===== src/rtl/xle_pkg.sv =====
package xle_pkg;
  typedef enum logic [1:0] {ST_IDLE, ST_SEEK, ST_FULL} xfer_st_e;

  // true when the running byte position equals offset + step
  function automatic logic at_pos(input logic [31:0] pos, input logic [31:0] ofs,
                                  input logic [31:0] step);
    return pos == (ofs + step);
  endfunction

  // saturating increment for the position counter
  function automatic logic [31:0] sat_inc(input logic [31:0] v, input logic [31:0] vmax);
    return (v == vmax) ? v : v + 32'd1;
  endfunction
endpackage


===== src/rtl/xle_ofs_cnt.sv =====
module xle_ofs_cnt #(
  parameter int OFS_W = 16,
  localparam int CNT_W = OFS_W + 1
) (
  input  logic             clk,
  input  logic             rst_n,
  input  logic             clr,
  input  logic             adv,
  input  logic [OFS_W-1:0] ofs,
  output logic             hit_lo,
  output logic             hit_hi
);
  localparam logic [31:0] CNT_MAX = 32'((64'd1 << CNT_W) - 64'd1);

  logic [CNT_W-1:0] pos_q;

  always_ff @(posedge clk or negedge rst_n) begin
    if (!rst_n)      pos_q <= '0;
    else if (clr)    pos_q <= '0;
    else if (adv)    pos_q <= CNT_W'(xle_pkg::sat_inc(32'(pos_q), CNT_MAX));
  end

  always_comb begin
    hit_lo = xle_pkg::at_pos(32'(pos_q), 32'(ofs), 32'd0);
    hit_hi = xle_pkg::at_pos(32'(pos_q), 32'(ofs), 32'd1);
  end

  AST_POS_HOLD: assert property (@(posedge clk) disable iff (!rst_n)
    (!clr && !adv) |=> $stable(pos_q));
  AST_POS_CLEAR: assert property (@(posedge clk) disable iff (!rst_n)
    clr |=> (pos_q == '0));
endmodule


===== src/rtl/xle_len_cap.sv =====
module xle_len_cap (
  input  logic        clk,
  input  logic        rst_n,
  input  logic        clr,
  input  logic        take_lo,
  input  logic        take_hi,
  input  logic [7:0]  din,
  output logic [15:0] len_q,
  output logic        lo_flag,
  output logic        hi_flag
);
  always_ff @(posedge clk or negedge rst_n) begin
    if (!rst_n) begin
      len_q   <= '0;
      lo_flag <= 1'b0;
      hi_flag <= 1'b0;
    end else if (clr) begin
      len_q   <= '0;
      lo_flag <= 1'b0;
      hi_flag <= 1'b0;
    end else begin
      if (take_lo) begin
        len_q[7:0] <= din;
        lo_flag    <= 1'b1;
      end
      if (take_hi && lo_flag) begin
        len_q[15:8] <= din;
        hi_flag     <= 1'b1;
      end
    end
  end

  AST_HI_NEEDS_LO: assert property (@(posedge clk) disable iff (!rst_n)
    hi_flag |-> lo_flag);
  AST_LO_FROM_TAKE: assert property (@(posedge clk) disable iff (!rst_n)
    $rose(lo_flag) |-> $past(take_lo));
endmodule


===== src/rtl/xle_xfer_ctl.sv =====
module xle_xfer_ctl (
  input  logic              clk,
  input  logic              rst_n,
  input  logic              sot,
  input  logic              is_out,
  input  logic              xfer_end,
  input  logic              byte_vld,
  input  logic              pkt_end,
  input  logic              hit_lo,
  input  logic              hit_hi,
  input  logic              lo_flag,
  output xle_pkg::xfer_st_e st,
  output logic              adv,
  output logic              take_lo,
  output logic              take_hi,
  output logic              done,
  output logic              err,
  output logic              split
);
  import xle_pkg::*;

  xfer_st_e st_q;
  logic     bnd_q;
  logic     bnd_now;

  assign st      = st_q;
  assign adv     = (st_q == ST_SEEK) && byte_vld && !sot;
  assign take_lo = adv && hit_lo;
  assign take_hi = adv && hit_hi && lo_flag;
  // a boundary between the low byte (inclusive) and the high byte (exclusive)
  assign bnd_now = (st_q == ST_SEEK) && !sot && pkt_end && (lo_flag || take_lo) && !take_hi;

  always_ff @(posedge clk or negedge rst_n) begin
    if (!rst_n) begin
      st_q  <= ST_IDLE;
      bnd_q <= 1'b0;
      done  <= 1'b0;
      err   <= 1'b0;
      split <= 1'b0;
    end else if (sot) begin
      st_q  <= is_out ? ST_SEEK : ST_IDLE;
      bnd_q <= 1'b0;
      done  <= 1'b0;
      err   <= 1'b0;
      split <= 1'b0;
    end else begin
      done <= take_hi;
      if (bnd_now) bnd_q <= 1'b1;
      if (take_hi) split <= bnd_q;
      if (xfer_end) begin
        st_q <= ST_IDLE;
        if ((st_q == ST_SEEK) && !take_hi) err <= 1'b1;
      end else if (take_hi) begin
        st_q <= ST_FULL;
      end
    end
  end

  AST_DONE_ONE_CYCLE: assert property (@(posedge clk) disable iff (!rst_n)
    done |=> !done);
  AST_ERR_CAUSE: assert property (@(posedge clk) disable iff (!rst_n)
    $rose(err) |-> $past(xfer_end));
  AST_IDLE_NO_ADV: assert property (@(posedge clk) disable iff (!rst_n)
    (st_q == ST_IDLE) |-> !adv);
endmodule


===== src/rtl/xfer_len_extract.sv =====
module xfer_len_extract #(
  parameter int OFS_W = 16
) (
  input  logic             clk,
  input  logic             rst_n,
  input  logic             sot,
  input  logic             is_out,
  input  logic [OFS_W-1:0] len_ofs,
  input  logic             byte_vld,
  input  logic [7:0]       byte_data,
  input  logic             pkt_end,
  input  logic             xfer_end,
  output logic [15:0]      dlen_upper,
  output logic             lo_got,
  output logic             hi_got,
  output logic             done,
  output logic             len_err,
  output logic             len_split
);
  xle_pkg::xfer_st_e st;
  logic adv, take_lo, take_hi, hit_lo, hit_hi;

  xle_ofs_cnt #(.OFS_W(OFS_W)) u_cnt (
    .clk(clk), .rst_n(rst_n), .clr(sot), .adv(adv), .ofs(len_ofs),
    .hit_lo(hit_lo), .hit_hi(hit_hi)
  );

  xle_xfer_ctl u_ctl (
    .clk(clk), .rst_n(rst_n), .sot(sot), .is_out(is_out), .xfer_end(xfer_end),
    .byte_vld(byte_vld), .pkt_end(pkt_end), .hit_lo(hit_lo), .hit_hi(hit_hi),
    .lo_flag(lo_got), .st(st), .adv(adv), .take_lo(take_lo), .take_hi(take_hi),
    .done(done), .err(len_err), .split(len_split)
  );

  xle_len_cap u_cap (
    .clk(clk), .rst_n(rst_n), .clr(sot), .take_lo(take_lo), .take_hi(take_hi),
    .din(byte_data), .len_q(dlen_upper), .lo_flag(lo_got), .hi_flag(hi_got)
  );

  AST_DONE_AT_HI: assert property (@(posedge clk) disable iff (!rst_n)
    done |-> (hi_got && !$past(hi_got)));
  AST_SOT_CLEARS: assert property (@(posedge clk) disable iff (!rst_n)
    sot |=> (!lo_got && !hi_got && !len_err && !len_split && dlen_upper == 16'h0));
  AST_FULL_FROZEN: assert property (@(posedge clk) disable iff (!rst_n)
    (hi_got && !sot) |=> (hi_got && $stable(dlen_upper)));
  AST_IDLE_QUIET: assert property (@(posedge clk) disable iff (!rst_n)
    (st == xle_pkg::ST_IDLE && !sot) |=> $stable(dlen_upper));
endmodule


===== config.mk =====
export PLATFORM = sky130hd
export DESIGN_NAME = xfer_len_extract
export DESIGN_NICKNAME = d
export VERILOG_FILES = /design/src/rtl/xle_pkg.sv /design/src/rtl/xle_ofs_cnt.sv /design/src/rtl/xle_len_cap.sv /design/src/rtl/xle_xfer_ctl.sv /design/src/rtl/xfer_len_extract.sv
export SDC_FILE = /design/constraint.sdc
export NUM_CORES = 1
export LEC_CHECK = 0
export ABC_AREA = 1
export BUFFER_PORTS_ARGS = -buffer_cell sky130_fd_sc_hd__buf_2
export CAP_MARGIN = 5
export CORE_ASPECT_RATIO = 1.2
export CORE_MARGIN = 2
export CORE_UTILIZATION = 50
export DETAILED_ROUTE_END_ITERATION = 8
export PLACE_DENSITY = 0.69
export SYNTH_ARGS = -nofsm -noshare
export SYNTH_HDL_FRONTEND = slang
export SYNTH_SLANG_ARGS = --single-unit

===== constraint.sdc =====
create_clock -name clk -period 2.3 [get_ports clk]
set_input_delay 0.115 -clock clk [delete_from_list [all_inputs] [get_ports clk]]
set_output_delay 0.115 -clock clk [all_outputs]
set_load 0.01 [all_outputs]

=== After elaboration in Yosys (flattened, before gate mapping) ===
Cells that the tools add are included.

* Register bits after elaboration: 41
* Input bits: 31
* Output and inout bits: 21

* Add/subtract/negate cells: 2
* Eq/ne operators: 5
* Muxes and demuxes: 22
* Reductions and logical operators: 24

{| class="wikitable"
|+ Operator list
! cell !! number
|-
| $mux W17 || 3
|-
| $eq A17 B32 Y1 || 1
|-
| $add A16 B1 Y17 const B || 1
|-
| $add A17 B1 Y17 const B || 1
|-
| $eq A17 B16 Y1 || 1
|-
| $eq A17 B17 Y1 const B || 1
|-
| $mux W16 || 1
|-
| $mux W8 || 2
|-
| $reduce_bool A2 Y1 || 7
|-
| $mux W1 || 13
|-
| $logic_and A1 B1 Y1 || 11
|-
| $mux W2 || 3
|-
| $reduce_and A2 Y1 || 2
|-
| $reduce_bool A3 Y1 || 1
|-
| $eq A2 B1 Y1 const B || 1
|-
| $logic_not A1 Y1 || 2
|-
| $ne A2 B2 Y1 const B || 1
|-
| $logic_or A1 B1 Y1 || 1
|}

=== Logic depth before layout (Yosys ltp) ===
Gate-level depths: netlist (run 1).

* Depth in word-level cells: 10
* Depth in mapped cells: 18

=== Hierarchy ===
From an unflattened synthesis (run 1), not the netlist that was laid out.

* Cell total of the unflattened synthesis: 406
* Area, all modules: 2,723.9 sq um

{| class="wikitable"
|+ By module, submodules not included
! module !! instances !! cells each !! area each (sq um)
|-
| xle_ofs_cnt || 1 || 274 || 1,642.8
|-
| xle_len_cap || 1 || 93 || 775.7
|-
| xle_xfer_ctl || 1 || 39 || 305.3
|}

=== Worst setup path before layout (run 1) ===
No wires, ideal clock.

* Path kind: register to register
* From: reg u_cnt.pos_q[1]
* To: reg u_cnt.pos_q[8]
* Library setup time: 118 ps
* Data arrival time: 1,918 ps
* Path slack: 264 ps
* Stages on the path, launching flop included: 15
* Path buffers: 0
* Path through: dfrtp_1 -> ha_1 -> nand2_1 -> nor3_1 -> nand3_1 -> nor4_1 -> ha_1 -> nor2_1 -> nand2_1 -> nor2_1 -> nand2_1 -> nor4_1 -> nand2_1 -> nand2_1 -> nor2_1

* Longest elaborated chain between the ends: 4

{| class="wikitable"
|+ RTL lines
! item !! RTL line !! source
|-
| start, declared || xle_ofs_cnt.sv:15 || <nowiki>logic [CNT_W-1:0] pos_q;</nowiki>
|-
| start signal, assigned || xle_ofs_cnt.sv:20 || <nowiki>else if (adv) pos_q <= CNT_W'(xle_pkg::sat_inc(32'(pos_q), CNT_MAX));</nowiki>
|-
| $add A17 B1 Y17 || xle_pkg.sv:12 || <nowiki>return (v == vmax) ? v : v + 32'd1;</nowiki>
|-
| $mux W17 || xle_pkg.sv:12 ||
|-
| $mux W17 || xle_ofs_cnt.sv:20 ||
|-
| $mux W17 || xle_ofs_cnt.sv:19 || <nowiki>else if (clr) pos_q <= '0;</nowiki>
|}

Several ways; a longest one is shown, not always the timed one. The select of a mux whose other input is x is not followed.
A chain may end at the register's enable or synchronous reset.

=== Worst setup path after layout (run 1) ===
* From: reg u_cnt.pos_q[0]
* To: reg u_cnt.pos_q[11]

Same word-level chain as after synthesis.

==> results.md, run 1 <==
- Run status: completed
- Num CTS Buffers: 5
- Sink Count: 41
- Hold crit path type: input port to flop
- Max Slew Vio Count: 0
- Number of nets with antenna violations after routing: 0
- Cell Pwr Density: 423 mW/mm^2
- GP Congestion: just over 0.9
- First-pass GRT wire length: 14.1 mm
- FF-to-FF setup slack: 0.1 ns
- Critical Path RT: approximately 2.5 ns
- Area share of the largest cell type after synthesis: 0.339
- Clock power share: 0.348
- Clock root cell: clkbuf_8
- Final worst slack: 0.0960 ns
- Vias after detailed routing: 3214
- Non-Filler Instances: about 630
- Switch share: 0.317
- Synth cell types: 28
- DRC: 0
- Arrival @ worst endpoint: ~2.4 ns
- P_int: 1.05 mW
- Global route overflow: 0
- Crit start category: flop
- Effective utilization at floorplan: 0.510
- Tcrit/Tclk final: 0.958
- Die W: about 75 um
- Period minus WS final: around 2.2 ns
- FF-to-FF Start: u_cnt.pos_q[0]$_DFFE_PN0P_
- Core Rows: 31
- Layout cells sized above 1: 0.222
- DP Cell Count: 617
- Synth Cell Area: 0.00302 mm^2
- Die footprint: approximately 0.0067 mm^2
- Hold wc startpoint: is_out
- Final-report hold violation count: 0
- Max Cap Viol: 0
- Critical register-to-register path endpoint: u_cnt.pos_q[11]$_DFFE_PN0P_
- Avg Vias per Cell: just over 5
- Max Fclk: between 400 and 500 MHz
- Clock buffer depth: 2
- FF-to-FF path depth: 17
- Synthesis-stage register bit count: approximately 40
- Hold EP: u_ctl.st[0]$_DFFE_PN0P_
- Worst Tran Pin Value: about 0.91 ns
- Clk_skew: approximately 0.0038 ns
- P_leak: 2.03 nW
- Sequential share of the synthesized area: 0.339
- Cell taking the most area after synthesis: dfrtp_1
- Final setup violation count: 0
- Slew headroom: 0.394
- TritonCTS clock tree: built
- Largest cells by area after synthesis: dfrtp_1 34%, nand2_1 20%, inv_1 8.8%
- H-tree depth: 2
- Multi-input logic area: about 0.0018 mm^2
- All-layer global routing usage: 0.283
- Core area: ~0.0059 mm^2
- Dpl ws: roughly 0.024 ns
- Die H: a little under 90 um
- Critical Path Sink Type: flop
- Fillers: between 600 and 700
- Clk_lat worst skew: between 0.3 and 0.4 ns
- Iteration-0 DRC Markers: approximately 160
- ANT cells: 0
- Clock transition at path regs: 0.09 ns
- Net Sw Power: between 400 and 500 uW
- WL final: ~8.8 mm
- Post-Syn Instances: approximately 480
- Final HPWL DP: 7.01 mm
- Antenna violations before repair: 0
- Worst-path maximum fanout: 6
- Worst Hold Depth: 3
- 1st-pass router iterations: 7
- Port buffer count: 51
- Largest net degree at the start of global routing: 42
- Drt wl/cell: approximately 14 um
- Final #Nets: around 580
- Area Growth Syn to Fin: 20.3%
- Reg power frac: 0.485
- Comb power frac: 0.167
- Warnings from Yosys: 0
- I/O pin total: 52
- Syn avg cell area: about 6.3 um^2
- Syn nets: around 500
- Critical path type: flop to flop
- Reg area: 0.00103 mm^2
- Vias in the first global route: ~3000
- Peak supply drop: slightly below 400 uV
## worst max-delay path: stages, from the launching register on
cell and delay [ns]:
dfrtp_1 0.36, ha_2 0.18, nand2_2 0.07, nor3_2 0.16, nand3_2 0.13, nor4_4 0.22
ha_2 0.23, nor2_1 0.06, nand2_2 0.11, inv_1 0.07, nand3_1 0.08, inv_2 0.06
nand3_2 0.12, nor2_4 0.06, nand2_2 0.06, nand2_1 0.05, nand2_1 0.05, nor2_1 0.04
## logic make-up after synthesis
group,after synthesis,synth area share
xor+xnor,8,0.0232
flops,41,0.339
simple gates,317,0.472
fa+ha+maj,3,0.0124
buf+inv,79,0.102
compound gates,30,0.0513
## sequential cells by signal (all words and copies together), names as in the netlist
register and count:
u_cap.lo_flag 1, u_cnt.pos_q 17, u_cap.len_q 16, u_ctl.bnd_q 1, u_ctl.st 2, u_ctl.split 1, u_ctl.done 1, u_cap.hi_flag 1
u_ctl.err 1
## cell usage after synthesis
library cell  instances
xor2_1                5
or2_2                 2
nor2_1               56
nand2_2               4
o21ai_1               1
nand2_4               1
a21oi_1              12
a21boi_0              1
nand3_1              43
o21ai_0              15
dfrtp_1              41
nor4_1                4
nor2_4                4
buf_2                 1
ha_1                  3
inv_1                71
and3_1                3
nand2_1             165
nor2_2                7
clkbuf_1              4
nor3_1                7
nand3_2               9
buf_6                 1
buf_4                 1
xnor2_1               3
o31ai_1               1
nand4_1              12
clkinv_1              1
## routing by layer
layer | GRT usage | up-vias | wire length, um
met5 | 0 | - | 0
met4 | 0.115 | 0 | 308
met3 | 0.0349 | 27 | 355
met2 | 0.511 | 93 | 4490
met1 | 0.336 | 1471 | 3690
li1 | - | 1623 | -
## worst max-delay path by stage
stage,startpoint,depth (start not counted),endpoint
after floorplan,u_cnt.pos_q[1]$_DFFE_PN0P_,14,u_cnt.pos_q[8]$_DFFE_PN0P_
after CTS,u_cnt.pos_q[8]$_DFFE_PN0P_,15,u_cnt.pos_q[10]$_DFFE_PN0P_
final,u_cnt.pos_q[0]$_DFFE_PN0P_,17,u_cnt.pos_q[11]$_DFFE_PN0P_
after global placement,u_cnt.pos_q[8]$_DFFE_PN0P_,15,u_cnt.pos_q[8]$_DFFE_PN0P_
after detailed placement,u_cnt.pos_q[8]$_DFFE_PN0P_,15,u_cnt.pos_q[10]$_DFFE_PN0P_
after global routing,u_cnt.pos_q[0]$_DFFE_PN0P_,17,u_cnt.pos_q[11]$_DFFE_PN0P_
## placed cells by master, fill, tap and decap left out, types with 2 or more instances in the layout
cell / Yosys / routed
and3_1: 3 / 3
buf_4: 1 / 14
nor4_1: 4 / 2
nand3_2: 9 / 12
nor3_2: 0 / 2
nor2_2: 7 / 8
nor2_1: 56 / 54
a21oi_1: 12 / 11
ha_2: 0 / 2
nand4_1: 12 / 12
o21ai_1: 1 / 5
clkbuf_8: 0 / 5
inv_2: 0 / 3
nand3_1: 43 / 40
dfrtp_1: 41 / 41
xor2_1: 5 / 5
o21ai_0: 15 / 11
inv_1: 71 / 68
nor2_4: 4 / 5
nand2_1: 165 / 160
buf_2: 1 / 51
inv_6: 0 / 2
nand2_2: 4 / 9
or2_2: 2 / 2
xnor2_1: 3 / 3
nor3_1: 7 / 5
## power groups by stage
stage / registers [mW] / clock network [mW] / logic [mW]
global placement: 0.759 / 0 / 0.251
global route: 0.749 / 0.574 / 0.290
finish: 0.746 / 0.536 / 0.257
CTS: 0.746 / 0.551 / 0.257
detailed placement: 0.759 / 0 / 0.254
floorplan: 0.767 / 0 / 0.133
## repair_timing
action,CTS,global route
setup endpoints to repair,0,11
gates resized for setup,0,27
endpoints found under the hold margin,41,0
setup buffers,0,1
hold buffers,1,0
## stage by stage
step	power (mW)	area, um^2	util	TNS, ns	hold slack, ns
6_report	1.54	3640	0.613	0	0.0139
5_1_grt	1.61	3640	0.613	-0.0568	0.00747
4_1_cts	1.55	3550	0.598	0	0.0121
3_5_place_dp	1.01	3440	0.580	0	0.305
3_3_place_gp	1.01	3440	0.580	0	0.297
2_1_floorplan	0.900	3020	-	0	-0.181
## final cells by class
class / count / area share
Multi-Input combinational cell: 358 / 0.487
Sequential cell: 41 / 0.282
Timing Repair Buffer: 66 / 0.102
Inverter: 72 / 0.0743
Tap cell: 82 / 0.0282
Clock buffer: 5 / 0.0189
Clock inverter: 3 / 0.00791
(Power assumes the default switching activity.)
==> run 2: changes to the inputs <==
--- a/config.mk
+++ b/config.mk
@@ -5,14 +5,13 @@
 export SDC_FILE = /design/constraint.sdc
 export NUM_CORES = 1
 export LEC_CHECK = 0
-export ABC_AREA = 1
 export BUFFER_PORTS_ARGS = -buffer_cell sky130_fd_sc_hd__buf_2
 export CAP_MARGIN = 5
 export CORE_ASPECT_RATIO = 1.2
 export CORE_MARGIN = 2
 export CORE_UTILIZATION = 50
 export DETAILED_ROUTE_END_ITERATION = 8
-export PLACE_DENSITY = 0.69
+export PLACE_DENSITY = 0.71
 export SYNTH_ARGS = -nofsm -noshare
 export SYNTH_HDL_FRONTEND = slang
 export SYNTH_SLANG_ARGS = --single-unit
==> run 2 against run 1 <==
Compared with the run above: via count is 24% lower; clock skew is 0.0088 ns higher; sequential power fell by 3%; register-to-register slack worse by 0.09 ns; largest cell class unchanged.
==> results.md, run 2 <==
- P_int: ~1.0 mW
- Core Rows: 28
- Dpl ws: -0.0936 ns
- EDFF count, synth: 0
- Worst Tran Pin Value: 0.907 ns
- Avg Vias per Cell: ~5.8
- FF-to-FF path depth: 7
- Critical Path RT: 2.46 ns
- Hold crit path type: input port to flop
- Multi-input logic area: ~0.0016 mm^2
- Largest cells by area after synthesis: dfrtp_1 40%, xor2_1 8.5%, nor2_1 4.8%
- Most frequent cells in the layout: 51 x buf_2, 41 x buf_4, 40 x dfrtp_1, 31 x nor2_1, 24 x xor2_1
- Period minus WS final: 2.30 ns
- Clock buffer depth: 2
- Design Area, Final: around 0.0033 mm^2
- Run status: completed
- Clock root cell: clkbuf_8
- Syn avg cell area: slightly above 9 um^2
- Reg area: 0.00103 mm^2
- Port buffer count: between 50 and 60
- Clk_lat worst skew: between 0.2 and 0.3 ns
- Peak supply drop: 556 uV
- Setup TNS: 0 ns
- Buf/Inv on CP: 0
- Switch share: 0.251
- Net Sw Power: between 300 and 400 uW
- Final setup violation count: 0
- Fillers: slightly above 400
- DP Cell Count: a little over 400
- Post-synth top cells: 41 x dfrtp_1, 33 x nor2_1, 25 x xor2_1
- Antenna violations before repair: 0
- Number of nets with antenna violations after routing: 0
- Largest register by flop count: u_cnt.pos_q
- WL final: between 6 and 7 mm
- Leading cell type in the layout, fill and taps excluded: buf_2
- Non-Filler Instances: 423
- Comb power frac: 0.136
- Area Growth Syn to Fin: 29.0%
- Critical Path Sink Type: flop
- Crit start category: flop
- Die W: between 60 and 70 um
- Vias in the first global route: 2342
- Final HPWL DP: roughly 5 mm
- Worst path cell trace: xor2_1 -> or4_1 -> o2111a_1 -> o2111ai_2 -> or4_4 -> o21ai_0 -> a21oi_1
- Cell taking the most area after synthesis: dfrtp_1
- Vias after detailed routing: around 2400
- Final-report hold violation count: 0
- Final worst slack: 0.00398 ns
- Slew headroom: 0.395
- Max reg flops: 17
- Clock transition at path regs: about 0.080 ns
- RSZ-0062 raised after global routing: true
- GP Congestion: a little under 0.9
- Placed cell area: 0.00314 mm^2
- Core area: 0.00494 mm^2
- Critical path type: flop to flop
- Syn nets: 315
- Max Cap Viol: 0
- Effective utilization at floorplan: 0.522
- Sequential share of the synthesized area: 0.398
- Arrival @ worst endpoint: 2.46 ns
- Most common cell in the netlist: dfrtp_1
- Sink Count: just over 40
- TritonCTS clock tree: built
- Global route overflow: 0
- Post-Syn Instances: approximately 280
- Largest net degree at the start of global routing: 42
- 1st-pass router iterations: 4
- Warnings from Yosys: 0
- Clock power share: 0.342
- P_leak: roughly 1.6 nW
- Max Fclk: about 440 MHz
- Clk_skew: 0.0126 ns
- Critical path's top delay family: simple AND/OR/NAND/NOR gates
- Final #Nets: between 300 and 400
- First-pass GRT wire length: 10.8 mm
- Synth async-reset ratio: 1.00
- H-tree depth: 2
- Area share of the largest cell type after synthesis: 0.398
- Synthesis-stage register bit count: ~40
- Slowest cell on the critical path: or4_4
- DRC: 0
- Max Slew Vio Count: 0
- All-layer global routing usage: 0.237
- Synth Flop Type: dfrtp_1
- Worst Hold Depth: 2
- Synth Cell Area: 0.00258 mm^2
- I/O pin total: 52
- Critical Path Stages: 7
- Num CTS Buffers: 5
- Drt wl/cell: around 16 um
- Worst path max stage delay: about 0.52 ns
- Reg power frac: 0.523
- Tcrit/Tclk final: 0.998
- Synth cell types: between 50 and 60
- Worst-path maximum fanout: 8
- Cell Pwr Density: 418 mW/mm^2
- Layout cells sized above 1: 0.344
- Iteration-0 DRC Markers: roughly 160
- ANT cells: 0
- Die H: about 83 um
- Die footprint: between 0.005 and 0.006 mm^2
## run 2: cell count changes in the layout (fill, tap and decap cells not counted), moves of 8 or more
cell	before	now
xor2_1	5	24
nor2_1	54	31
inv_1	68	2
mux2i_1	0	12
nand2_2	9	1
nand3_1	40	18
nand2_1	160	14
buf_4	14	41
xnor2_1	3	11
nand3_2	12	2
## run 2: path summary, 6_finish.rpt
kind / to / startpoint / slack (ns)
max in group asynchronous: u_cnt.pos_q[3]$_DFFE_PN0P_ / rst_n / 1.19
hold / removal: u_ctl.st[0]$_DFFE_PN0P_ / is_out / 0.04
hold reg to reg: u_cap.hi_flag$_DFFE_PN0P_ / u_cap.hi_flag$_DFFE_PN0P_ / 0.49
min in group asynchronous: u_ctl.split$_DFFE_PN0P_ / rst_n / 0.48
setup reg to reg: u_cap.len_q[14]$_DFFE_PN0P_ / u_cnt.pos_q[10]$_DFFE_PN0P_ / 0.004
setup / recovery: u_cap.len_q[14]$_DFFE_PN0P_ / u_cnt.pos_q[10]$_DFFE_PN0P_ / 0.004
## run 2: cell families (layout without fill, tap and decap cells)
family,after synthesis,in the layout,synth area share
and+or+nand+nor,121,121,0.254
AOI/OAI and AO/OA,47,47,0.119
DFF,41,41,0.398
xor gates and xnor gates,36,36,0.122
buffers and inverters,20,102,0.0402
muxes,13,13,0.0524
adders and majority gates,3,3,0.0146
## run 2: timing repair
item                                    4_1_cts  5_1_grt
hold buffers                                  1        0
buffers inserted                              1        2
pin swaps                                     2        6
gates resized for setup                       5       11
hold endpoints to repair                     41        0
endpoints found under the setup margin       13       18
## run 2: layout make-up
class                           count  area share
Tap cell                           60      0.0226
Clock buffer                        6      0.0248
Multi-Input combinational cell    220       0.467
Timing Repair Buffer               93       0.172
Sequential cell                    41       0.309
Clock inverter                      1     0.00226
Inverter                            2     0.00226
## run 2: layer usage
metal	routed length, um	vias up	track usage
met4	102	0	0.0922
met1	2870	1181	0.301
met5	0	-	0
met2	3310	71	0.413
met3	325	9	0.0340
li1	-	1176	-
## run 2: through the flow
stage | power (mW) | util | hold WS [ns]
after floorplan | 0.826 | - | -0.181
final | 1.39 | 0.674 | 0.0417
after global routing | 1.45 | 0.674 | 0.0532
after global placement | 0.920 | 0.636 | 0.291
after detailed placement | 0.922 | 0.636 | 0.289
after CTS | 1.40 | 0.663 | 0.0332
## run 2: power by group through the flow
stage          sequential (mW)  clock [mW]  combinational [mW]
2_1_floorplan            0.743           0              0.0832
3_3_place_gp             0.741           0               0.180
3_5_place_dp             0.741           0               0.182
4_1_cts                  0.726       0.491               0.187
5_1_grt                  0.727       0.519               0.207
6_report                 0.727       0.475               0.189
